## config.mk

```make
export PLATFORM = sky130hd
export DESIGN_NAME = cond_eval_top
export DESIGN_NICKNAME = d
export VERILOG_FILES = /design/src/rtl/cond_eval_pkg.sv /design/src/rtl/reg_zero_test.sv /design/src/rtl/flag_cond_test.sv /design/src/rtl/cc_bank_select.sv /design/src/rtl/cond_eval_top.sv
export SDC_FILE = /design/constraint.sdc
export NUM_CORES = 1
export LEC_CHECK = 0
export ABC_AREA = 0
export BUFFER_PORTS_ARGS = -buffer_cell sky130_fd_sc_hd__buf_2
export CAP_MARGIN = 10
export CORE_UTILIZATION = 32
export CTS_CLUSTER_DIAMETER = 150
export DETAILED_ROUTE_END_ITERATION = 8
export PLACE_DENSITY = 0.91
export SYNTH_ARGS = -nofsm -noshare
export SYNTH_HDL_FRONTEND = slang
export SYNTH_HIERARCHICAL = 1
export SYNTH_SLANG_ARGS = --single-unit
```

## constraint.sdc

```tcl
create_clock -name clk -period 1.8 [get_ports clk]
set_input_delay 0.09 -clock clk [delete_from_list [all_inputs] [get_ports clk]]
set_output_delay 0.09 -clock clk [all_outputs]
set_load 0.03 [all_outputs]
```

## src/rtl/cond_eval_pkg.sv

```systemverilog
package cond_eval_pkg;
  typedef enum logic [1:0] {
    FORM_REG   = 2'd0,
    FORM_FLAG2 = 2'd1,
    FORM_FLAG3 = 2'd2,
    FORM_RSVD  = 2'd3
  } form_e;

  typedef struct packed {
    logic n;
    logic z;
    logic v;
    logic c;
  } flags_t;
endpackage

```

## src/rtl/reg_zero_test.sv

```systemverilog
module reg_zero_test #(
  parameter int DATA_W = 64
) (
  input  logic [DATA_W-1:0] val,
  input  logic [2:0]        code,
  output logic              hit,
  output logic              rsvd
);
  logic is_zero;
  logic is_neg;

  assign is_zero = ~|val;
  assign is_neg  = val[DATA_W-1];

  always_comb begin
    hit  = 1'b0;
    rsvd = 1'b0;
    unique case (code)
      3'd1:    hit = is_zero;
      3'd2:    hit = is_zero | is_neg;
      3'd3:    hit = is_neg;
      3'd5:    hit = ~is_zero;
      3'd6:    hit = ~is_zero & ~is_neg;
      3'd7:    hit = ~is_neg;
      default: rsvd = 1'b1;
    endcase
  end
endmodule

```

## src/rtl/flag_cond_test.sv

```systemverilog
module flag_cond_test
  import cond_eval_pkg::*;
(
  input  flags_t     f,
  input  logic [3:0] cond,
  output logic       hit
);
  logic base;

  always_comb begin
    unique case (cond[2:0])
      3'd0: base = 1'b0;
      3'd1: base = f.z;
      3'd2: base = f.z | (f.n ^ f.v);
      3'd3: base = f.n ^ f.v;
      3'd4: base = f.c | f.z;
      3'd5: base = f.c;
      3'd6: base = f.n;
      default: base = f.v;
    endcase
  end

  assign hit = base ^ cond[3];
endmodule

```

## src/rtl/cc_bank_select.sv

```systemverilog
module cc_bank_select
  import cond_eval_pkg::*;
(
  input  form_e      form,
  input  logic [2:0] sel,
  input  flags_t     f32,
  input  flags_t     f64,
  output flags_t     chosen,
  output logic       bad_sel,
  output logic       fp_bank
);
  logic use64;

  always_comb begin
    use64   = 1'b0;
    bad_sel = 1'b0;
    fp_bank = 1'b0;
    if (form == FORM_FLAG2) begin
      use64   = sel[1];
      bad_sel = sel[0];
    end else if (form == FORM_FLAG3) begin
      if (!sel[2]) fp_bank = 1'b1;
      else begin
        use64   = sel[1];
        bad_sel = sel[0];
      end
    end
  end

  assign chosen = use64 ? f64 : f32;
endmodule

```

## src/rtl/cond_eval_top.sv

```systemverilog
module cond_eval_top
  import cond_eval_pkg::*;
#(
  parameter int DATA_W = 64,
  parameter int FLAG_W = 4
) (
  input  logic              clk,
  input  logic              rst_n,
  input  logic              in_valid,
  input  logic [1:0]        form,
  input  logic [DATA_W-1:0] reg_val,
  input  logic [2:0]        reg_cond,
  input  logic [2:0]        cc_sel,
  input  logic [3:0]        flag_cond,
  input  logic [FLAG_W-1:0] flags32,
  input  logic [FLAG_W-1:0] flags64,
  output logic              out_valid,
  output logic              taken,
  output logic              illegal,
  output logic              fp_off
);
  form_e  form_w;
  flags_t chosen;
  logic   reg_hit, reg_rsvd, flag_hit, bad_sel, fp_bank;
  logic   taken_d, illegal_d, fp_off_d;
  logic   taken_q, illegal_q, fp_off_q, valid_q;

  assign form_w = form_e'(form);

  reg_zero_test #(.DATA_W(DATA_W)) u_reg (
    .val(reg_val), .code(reg_cond), .hit(reg_hit), .rsvd(reg_rsvd)
  );

  cc_bank_select u_sel (
    .form(form_w), .sel(cc_sel), .f32(flags_t'(flags32)), .f64(flags_t'(flags64)),
    .chosen(chosen), .bad_sel(bad_sel), .fp_bank(fp_bank)
  );

  flag_cond_test u_flag (
    .f(chosen), .cond(flag_cond), .hit(flag_hit)
  );

  // next-state
  always_comb begin
    taken_d   = 1'b0;
    illegal_d = 1'b0;
    fp_off_d  = 1'b0;
    unique case (form_w)
      FORM_REG: begin
        illegal_d = reg_rsvd;
        taken_d   = reg_hit & ~reg_rsvd;
      end
      FORM_FLAG2, FORM_FLAG3: begin
        fp_off_d  = fp_bank;
        illegal_d = bad_sel & ~fp_bank;
        taken_d   = flag_hit & ~bad_sel & ~fp_bank;
      end
      default: illegal_d = 1'b1;
    endcase
  end

  // registers
  always_ff @(posedge clk or negedge rst_n) begin
    if (!rst_n) begin
      valid_q   <= 1'b0;
      taken_q   <= 1'b0;
      illegal_q <= 1'b0;
      fp_off_q  <= 1'b0;
    end else begin
      valid_q <= in_valid;
      if (in_valid) begin
        taken_q   <= taken_d;
        illegal_q <= illegal_d;
        fp_off_q  <= fp_off_d;
      end
    end
  end

  assign out_valid = valid_q;
  assign taken     = taken_q;
  assign illegal   = illegal_q;
  assign fp_off    = fp_off_q;


  taken_excl_chk: assert property (@(posedge clk) disable iff (!rst_n)
    (illegal_q || fp_off_q) |-> !taken_q);

  fault_onehot_chk: assert property (@(posedge clk) disable iff (!rst_n)
    $onehot0({illegal_q, fp_off_q}));

  valid_follow_chk: assert property (@(posedge clk) disable iff (!rst_n)
    in_valid |=> out_valid);

  valid_idle_chk: assert property (@(posedge clk) disable iff (!rst_n)
    !in_valid |=> !out_valid);

  rsvd_reg_chk: assert property (@(posedge clk) disable iff (!rst_n)
    (in_valid && form == 2'd0 && reg_cond[1:0] == 2'd0) |=> (illegal && !taken));

  fp_bank_chk: assert property (@(posedge clk) disable iff (!rst_n)
    (in_valid && form == 2'd2 && !cc_sel[2]) |=> fp_off);

  rsvd_form_chk: assert property (@(posedge clk) disable iff (!rst_n)
    (in_valid && form == 2'd3) |=> illegal);
endmodule

```

==> out/metrics.csv, run 1 <==
metric,value,unit
finalHoldWorstSlack,0.0338,ns
layout_common_cells,"83 x buf_2, 10 x nor4_2, 7 x buf_6",
final_common_cell,buf_2,
post_cts_buffers,0,
grt_pass1_vias,987,
violations,setup timing,
grt_pass1_wl,3460,um
worstPathMaxFanout,3,
placed_cell_area,1130,um^2
grt_setup_unrepaired,yes,
syn-num-nets,160,
drtAntennaViolNets,0,
cp_slowest_cell,or4_4,
cp-end-kind,flop,
slowest_delay,0.55,ns
synth_sequential_area_ratio,16.2,%
dieWidth,46.0,um
power,0.477,mW
power_density,372,nW/um^2
syn_inst,71,
yosys.area.top_type,dfrtp_1,
num_antenna_cells,0,
reg2reg_depth,1,
h-tree-depth,1,
vias_per_cell,5.45,
path_class,in -> reg,
antenna_found_initial,0,
regToRegSetupSlack,1.00,ns
clk_pin_slew,0.04,ns
arrival,2.10,ns
cts_tree,yes,
drive_gt1_share,70.4,%
min_path_cells,1,
finClkSkew,0,ns
synthTopCellsByArea,"dfrtp_1 16%, mux2_4 12%, nor4_1 12%",
io_buffers,90,
synth_top_area_share,16.2,%
ys_ff_latch,4,
worstMarginPinSlew,0.331,ns
insertion_delay,0.23,ns
postSynthAreaPerCell,8.72,um^2
syn_area,619,um^2
hold_viol,0,
grt_use_total,22.5,%
io_pins,91,
worstHoldStart,in_valid,
status,"finished, violations left",
row_count,15,
power_leakage,0.636,nW
routabilityCongestion,0.744,
worst_slew_margin_rel,77.7,%
cts_root_buf,clkbuf_4,
numCtsBuffers,3,
wl_per_cell,16.2,um
maxCapViolCount,0,
r2r_end,taken,
finalSetupViolCount,1,
vias,1057,
layout_min_cycle_time,1.92,ns
ir_worst_vdd,0.225,mV
cp.required,1.98,ns
min_path_type,in -> reg,
worst_slack,-0.119,ns
drt-total-wl,3140,um
worstReg2RegStart,taken,
grt_max_degree,7,
die_area,2120,um^2
crit_chain,buf_6 -> nor4_2 -> nand4_1 -> or4_4 -> o41a_1 -> nand3_1 -> nand3b_1 -> a21oi_1 -> mux2_4,
cts.sinks,4,
area_growth,107,%
fin_crit_sh,107,%
holdPathEnd,out_valid,
initial_core_util,35.1,%
path_buf_inv,1,
startpoint_type,input port,
fmax,521,MHz
slew_violations,0,
dp_cells,190,
overflow,0,
cts.path.max_buffers,2,
ys.warnings.count,6,
cp_top_family,simple AND/OR/NAND/NOR gates,
drc,0,
final_util,72.6,%
die_h,46.0,um
firstDrtPassIters,4,
final_cells,194,
coreArea,1760,um^2
nets,260,
ys_types,29,
stdcell_area,1280,um^2
hpwl,2020,um
drtIter0Drc,21,
-- sequential cells by signal, summed over array words and instances (netlist names) --
name,cells
out_valid,1
fp_off,1
illegal,1
taken,1
-- worst max-delay path by stage --
stage / to / depth (start not counted) / startpoint
after floorplan: taken / 8 / reg_val[1]
after global placement: taken / 9 / reg_val[0]
after detailed placement: taken / 9 / reg_val[7]
after CTS: taken / 9 / reg_val[7]
after global routing: taken / 9 / reg_val[17]
final: taken / 9 / reg_val[0]
-- where the power goes --
| part | switching, mW | internal [mW] |
|---|---|---|
| clock network | 0.0398 | 0.0748 |
| logic | 0.117 | 0.142 |
| registers | 0.00491 | 0.0984 |
-- cell type report --
cell class | count | area [um^2]
Timing Repair Buffer | 95 | 534
Clock buffer | 3 | 22.5
Inverter | 5 | 18.8
Sequential cell | 4 | 100
Multi-Input combinational cell | 62 | 574
Tap cell | 25 | 31.3
Fill cell | 151 | 483
-- kinds of logic (layout without fill, tap and decap cells) --
family | after synthesis | after routing | synth area share [%]
compound gates | 11 | 11 | 12.1
mux | 8 | 8 | 17.2
simple gates | 38 | 38 | 43.2
fa+ha+maj | 2 | 2 | 4.04
buf+inv | 5 | 103 | 3.03
flops | 4 | 4 | 16.2
xor+xnor | 3 | 3 | 4.24
-- cell usage after synthesis --
cell       instances
a21oi_1            2
a21o_2             1
nand4bb_1          1
ha_1               2
mux2_2             1
o21ai_1            1
nor4_1            12
a31oi_1            1
nor3b_1            1
nand3_4            1
or3_1              1
or4_4              1
a221o_1            1
o2111ai_1          1
nor4_2             4
nor2_1             3
mux2_4             5
nand2_1            3
o41a_1             1
xnor2_1            2
o21ai_0            3
xor2_1             1
and2_1             1
dfrtp_1            4
inv_1              5
nand3b_1           2
nand3_1            4
mux2i_1            2
nand4_1            4
-- routing by layer --
layer	wire length [um]	up-vias	part of all wire [%]	GRT usage [%]
li1	-	487	-	-
met1	1050	473	33	17.7
met2	1620	79	52	46.8
met3	340	18	11	7.14
met4	127	0	4.0	11.2
met5	0	-	0	0
-- metrics by stage --
stage / TNS [ns] / worst slack [ns]
6_report: -0.119 / -0.119
5_1_grt: -0.258 / -0.258
4_1_cts: 0 / 0.000594
3_5_place_dp: -0.260 / -0.260
3_3_place_gp: -0.192 / -0.192
2_1_floorplan: 0 / 0.0243
-- timing repair --
action | in CTS | in global routing
hold buffers | 1 | 0
gates resized for setup | 0 | 18
hold endpoints to repair | 4 | 0
endpoints found under the setup margin | 0 | 1
Power figures use the tool's default switching activity.
==> inputs of run 2 (changes only) <==
--- a/config.mk
+++ b/config.mk
@@ -11,7 +11,7 @@
 export CORE_UTILIZATION = 32
 export CTS_CLUSTER_DIAMETER = 150
 export DETAILED_ROUTE_END_ITERATION = 8
-export PLACE_DENSITY = 0.91
+export PLACE_DENSITY = 0.86
 export SYNTH_ARGS = -nofsm -noshare
 export SYNTH_HDL_FRONTEND = slang
 export SYNTH_HIERARCHICAL = 1
==> run 2 against run 1 <==
Net effect:
- design area is 2.3% higher
- clock power hardly changed
- combinational power rose by 2%
- largest power group unchanged
- the run still ends with setup timing left
- via count up 2.9%
- utilization grew 1.7 points
==> out/metrics.csv, run 2 (synthesis results as in run 1) <==
metric,value,unit,change
overflow,0,,unchanged
vias_per_cell,5.61,,+2.9%
min_path_type,in -> reg,,
io_pins,91,,unchanged
routabilityCongestion,0.736,,-1.1%
nFillCells,145,,-4.0%
grt_setup_unrepaired,yes,,
finalSetupViolCount,1,,unchanged
regArea,100,um^2,unchanged
cp-end-kind,flop,,
nets,260,,unchanged
drtIter0Drc,24,,+14%
hpwl,2200,um,+9.3%
die_h,46.0,um,unchanged
finClkSkew,0,ns,unchanged
grt_pass1_wl,3590,um,+3.8%
power,0.485,mW,+1.8%
worst_slew_margin_rel,77.8,%,about the same
worst_slack,-0.0737,ns,+0.0454 ns
grt_use_total,23.2,%,+0.71 points
dieWidth,46.0,um,unchanged
cts_root_buf,clkbuf_4,,
vias,1088,,+2.9%
wl_per_cell,16.5,um,+2.1%
power_density,370,nW/um^2,-0.57%
fmax,534,MHz,+2.4%
multi_input_area,611,um^2,+6.3%
io_buffers,90,,unchanged
fin_crit_sh,104,%,-2.5 points
slew_violations,0,,unchanged
die_area,2120,um^2,unchanged
worstPathMaxFanout,3,,unchanged
cts.sinks,4,,unchanged
coreArea,1760,um^2,unchanged
maxCapViolCount,0,,unchanged
ir_worst_vdd,0.291,mV,+29%
violations,setup timing,,
initial_core_util,35.1,%,unchanged
cts_tree,yes,,
h-tree-depth,1,,unchanged
hold_viol,0,,unchanged
finalHoldWorstSlack,0.0471,ns,+0.0132 ns
antenna_found_initial,0,,unchanged
drc,0,,unchanged
cts.path.max_buffers,2,,unchanged
firstDrtPassIters,4,,unchanged
clk_pin_slew,0.04,ns,about the same
status,"finished, violations left",,
layout_common_cells,"84 x buf_2, 11 x nor4_2, 6 x buf_6",,
drtAntennaViolNets,0,,unchanged
drive_gt1_share,72.2,%,+1.8 points
grt_pass1_vias,953,,-3.4%
final_common_cell,buf_2,,
post_cts_buffers,0,,unchanged
startpoint_type,input port,,
cp.required,1.92,ns,-0.06 ns
area_growth,112,%,
grt_max_degree,7,,unchanged
path_class,in -> reg,,
drt-total-wl,3210,um,+2.1%
finalSetupTns,-0.0737,ns,+0.0454 ns
layout_min_cycle_time,1.87,ns,-0.0454 ns
arrival,1.99,ns,-0.11 ns
numCtsBuffers,3,,unchanged
num_antenna_cells,0,,unchanged
insertion_delay,0.23,ns,about the same
worstMarginPinSlew,0.333,ns,+0.00161 ns
power_leakage,0.638,nW,+0.37%
row_count,15,,unchanged
[run 2: through the flow]
stage | worst slack (ns) | instances | util (%) | instance area (um^2)
6_report | -0.0737 | 194 | 74.3 | 1310
5_1_grt | -0.191 | 194 | 74.3 | 1310
4_1_cts | 0.00183 | 194 | 66.7 | 1180
3_5_place_dp | -0.246 | 190 | 64.1 | 1130
3_3_place_gp | -0.218 | 190 | 64.1 | 1130
2_1_floorplan | 0.0243 | 71 | - | 619
[run 2: critical path, stage by stage]
cell and delay [ns]:
buf_2 0.11, nor4_2 0.33, nand4_1 0.16, or4_4 0.58, mux2_2 0.24, nand3_1 0.06
nand3b_1 0.09, a21oi_1 0.06, mux2_4 0.26
[run 2: path summary, 6_finish.rpt]
| path | startpoint | endpoint | slack (ns) | depth (start not counted) |
|---|---|---|---|---|
| min reg2reg | fp_off | fp_off | 0.52 | 2 |
| max reg2reg | taken | taken | 1.00 | 1 |
| min | in_valid | out_valid | 0.05 | 1 |
| min in group asynchronous | rst_n | out_valid | 0.19 | 2 |
| max in group asynchronous | rst_n | fp_off | 1.49 | 2 |
| max | reg_val[50] | taken | -0.07 | 9 |
[run 2: where the power goes]
part           total (mW)  switching [mW]  internal [mW]
Clock               0.116          0.0414         0.0749
Combinational       0.265           0.123          0.142
Sequential          0.104         0.00542         0.0983
[run 2: layer usage]
metal	wire length, um	vias up	GRT usage (%)	part of all wire (%)
li1	-	486	-	-
met1	1030	501	20.2	32
met2	1700	85	49.0	53
met3	329	16	6.35	10
met4	143	0	6.47	4.5
met5	0	-	0	0
[run 2: timing repair]
item,CTS,global route
pin swaps,2,7
endpoints found under the hold margin,4,0
hold buffers,1,0
resized for setup,2,20
setup endpoints to repair,1,1
[run 2: layout make-up]
type                    count  share of cell area [%]
repair buffers             95                    40.3
flip-flops and latches      4                    7.63
well taps                  25                    2.39
multi-input cells          62                    46.6
inverters                   5                    1.43
clock buffers               3                    1.72
==> inputs of run 3 (changes only) <==
--- a/config.mk
+++ b/config.mk
@@ -8,6 +8,7 @@
 export ABC_AREA = 0
 export BUFFER_PORTS_ARGS = -buffer_cell sky130_fd_sc_hd__buf_2
 export CAP_MARGIN = 10
+export CORE_MARGIN = 2
 export CORE_UTILIZATION = 32
 export CTS_CLUSTER_DIAMETER = 150
 export DETAILED_ROUTE_END_ITERATION = 8
==> run 3 against run 2 <==
Net effect:
- the flow still finishes with violations (setup timing)
- clock power shrank 6%
- largest power group unchanged
- sequential power is essentially flat
- final cell count is the same
- first-iteration DRC count shrank 54%
- critical path type unchanged
- sequential cell count is the same
- highest routed layer unchanged
- fmax grew 2.1%
==> out/metrics.csv, run 3 (synthesis results as in run 1) <==
metric,value,unit,change
row_count,15,,unchanged
vias,1013,,-6.9%
vias_per_cell,5.22,,-6.9%
worst_slack,-0.0359,ns,+0.0378 ns
post_cts_buffers,0,,unchanged
worstPathMaxFanout,3,,unchanged
nets,260,,unchanged
antenna_found_initial,0,,unchanged
cts_tree,yes,,
die_area,2300,um^2,+8.9%
grt_use_total,21.5,%,-1.7 points
hpwl,2240,um,+1.6%
numCtsBuffers,3,,unchanged
cts.path.max_buffers,2,,unchanged
drt-total-wl,2960,um,-7.7%
final_common_cell,buf_2,,
reg2reg_depth,1,,unchanged
cts_root_buf,clkbuf_4,,
insertion_delay,0.23,ns,about the same
worst_slew_margin_rel,78.8,%,+1.1 points
overflow,0,,unchanged
final_cells,194,,unchanged
cp.required,1.91,ns,about the same
h-tree-depth,1,,unchanged
worstMarginPinSlew,0.317,ns,-0.0160 ns
io_buffers,90,,unchanged
startpoint_type,input port,,
layout_common_cells,"87 x buf_2, 10 x nor4_2, 5 x inv_1, 5 x mux2_4, 5 x nor4_1",,
grt_pass1_vias,996,,+4.5%
firstDrtPassIters,4,,unchanged
dieWidth,48.0,um,+4.3%
ir_worst_vdd,0.198,mV,-32%
clk_pin_slew,0.04,ns,about the same
finalSetupViolCount,1,,unchanged
cts.sinks,4,,unchanged
cp_top_family,simple AND/OR/NAND/NOR gates,,
dp_cells,190,,unchanged
crit_chain,buf_2 -> nor4_2 -> nand4_1 -> or4_4 -> mux2_2 -> nand3_1 -> nand3b_1 -> a21oi_2 -> mux2_4,,
path_class,in -> reg,,
power_density,372,nW/um^2,+0.45%
io_pins,91,,unchanged
drive_gt1_share,69.8,%,-2.4 points
violations,setup timing,,
fin_crit_sh,102,%,-2.1 points
finalSetupTns,-0.0359,ns,+0.0378 ns
drc,0,,unchanged
coreArea,1760,um^2,unchanged
hold_viol,0,,unchanged
power_leakage,0.624,nW,-2.1%
wl_per_cell,15.3,um,-7.7%
drtAntennaViolNets,0,,unchanged
power,0.461,mW,-5.1%
finClkSkew,0,ns,unchanged
layout_min_cycle_time,1.84,ns,-0.0378 ns
cp-end-kind,flop,,
min_path_cells,1,,unchanged
routabilityCongestion,0.731,,-0.67%
area_growth,100,%,
slew_violations,0,,unchanged
cp_slowest_cell,or4_4,,
die_h,48.0,um,+4.3%
arrival,1.95,ns,-0.04 ns
grt_setup_unrepaired,yes,,
grt_pass1_wl,3530,um,-1.6%
maxCapViolCount,0,,unchanged
slowest_delay,0.58,ns,about the same
crit_cells,9,,unchanged
initial_core_util,35.1,%,unchanged
num_antenna_cells,0,,unchanged
final_util,70.2,%,-4.1 points
status,"finished, violations left",,
path_buf_inv,1,,unchanged
grt_max_degree,7,,unchanged
fmax,545,MHz,+2.1%
min_path_type,in -> reg,,
drtIter0Drc,11,,-54%
run 3: cell count changes in the layout (fill, tap and decap cells not counted):
cell	previous run	this run
nor4_1	1	5
buf_2	84	87
buf_6	6	3
nor4_4	4	1
a21oi_1	2	1
a21oi_2	0	1
nor4_2	11	10
o2111ai_1	0	1
o2111ai_2	1	0
run 3: timing repair:
item,4_1_cts,5_1_grt
setup endpoints to repair,1,1
hold endpoints to repair,4,0
pin swaps,0,6
hold buffers,1,0
resized for setup,1,11
run 3: report_power, final:
group | switching, mW | internal (mW)
logic | 0.113 | 0.136
registers | 0.00461 | 0.0985
clock network | 0.0343 | 0.0744
total | 0.152 | 0.309
run 3: cell type report:
class,instances,area [um^2]
multi-input combinational,62,557
fill,159,526
timing repair buffer,95,509
clock buffer,3,22.5
tap,25,31.3
sequential,4,100
inverter,5,18.8
run 3: metal layers:
layer / vias up / track usage (%) / part of all wire, %
met5: - / 0 / 0
met4: 0 / 8.11 / 0.84
met3: 4 / 3.40 / 8.8
met2: 66 / 47.5 / 55
met1: 457 / 18.0 / 36
li1: 486 / - / -
run 3: path summary, 6_finish.rpt:
| check | from | endpoint | slack (ns) |
|---|---|---|---|
| hold reg to reg | fp_off | fp_off | 0.52 |
| hold / removal | in_valid | out_valid | 0.06 |
| max in group asynchronous | rst_n | fp_off | 1.47 |
| setup / recovery | reg_val[7] | taken | -0.04 |
| setup reg to reg | taken | taken | 1.03 |
| min in group asynchronous | rst_n | illegal | 0.21 |
run 3: stage by stage:
stage	hold WS (ns)	worst slack [ns]	instance area [um^2]
floorplan	-0.206	0.0243	619
global placement	-0.105	-0.176	1130
detailed placement	-0.103	-0.248	1130
CTS	0.0533	0.0106	1170
global route	0.0475	-0.116	1240
finish	0.0572	-0.0359	1240
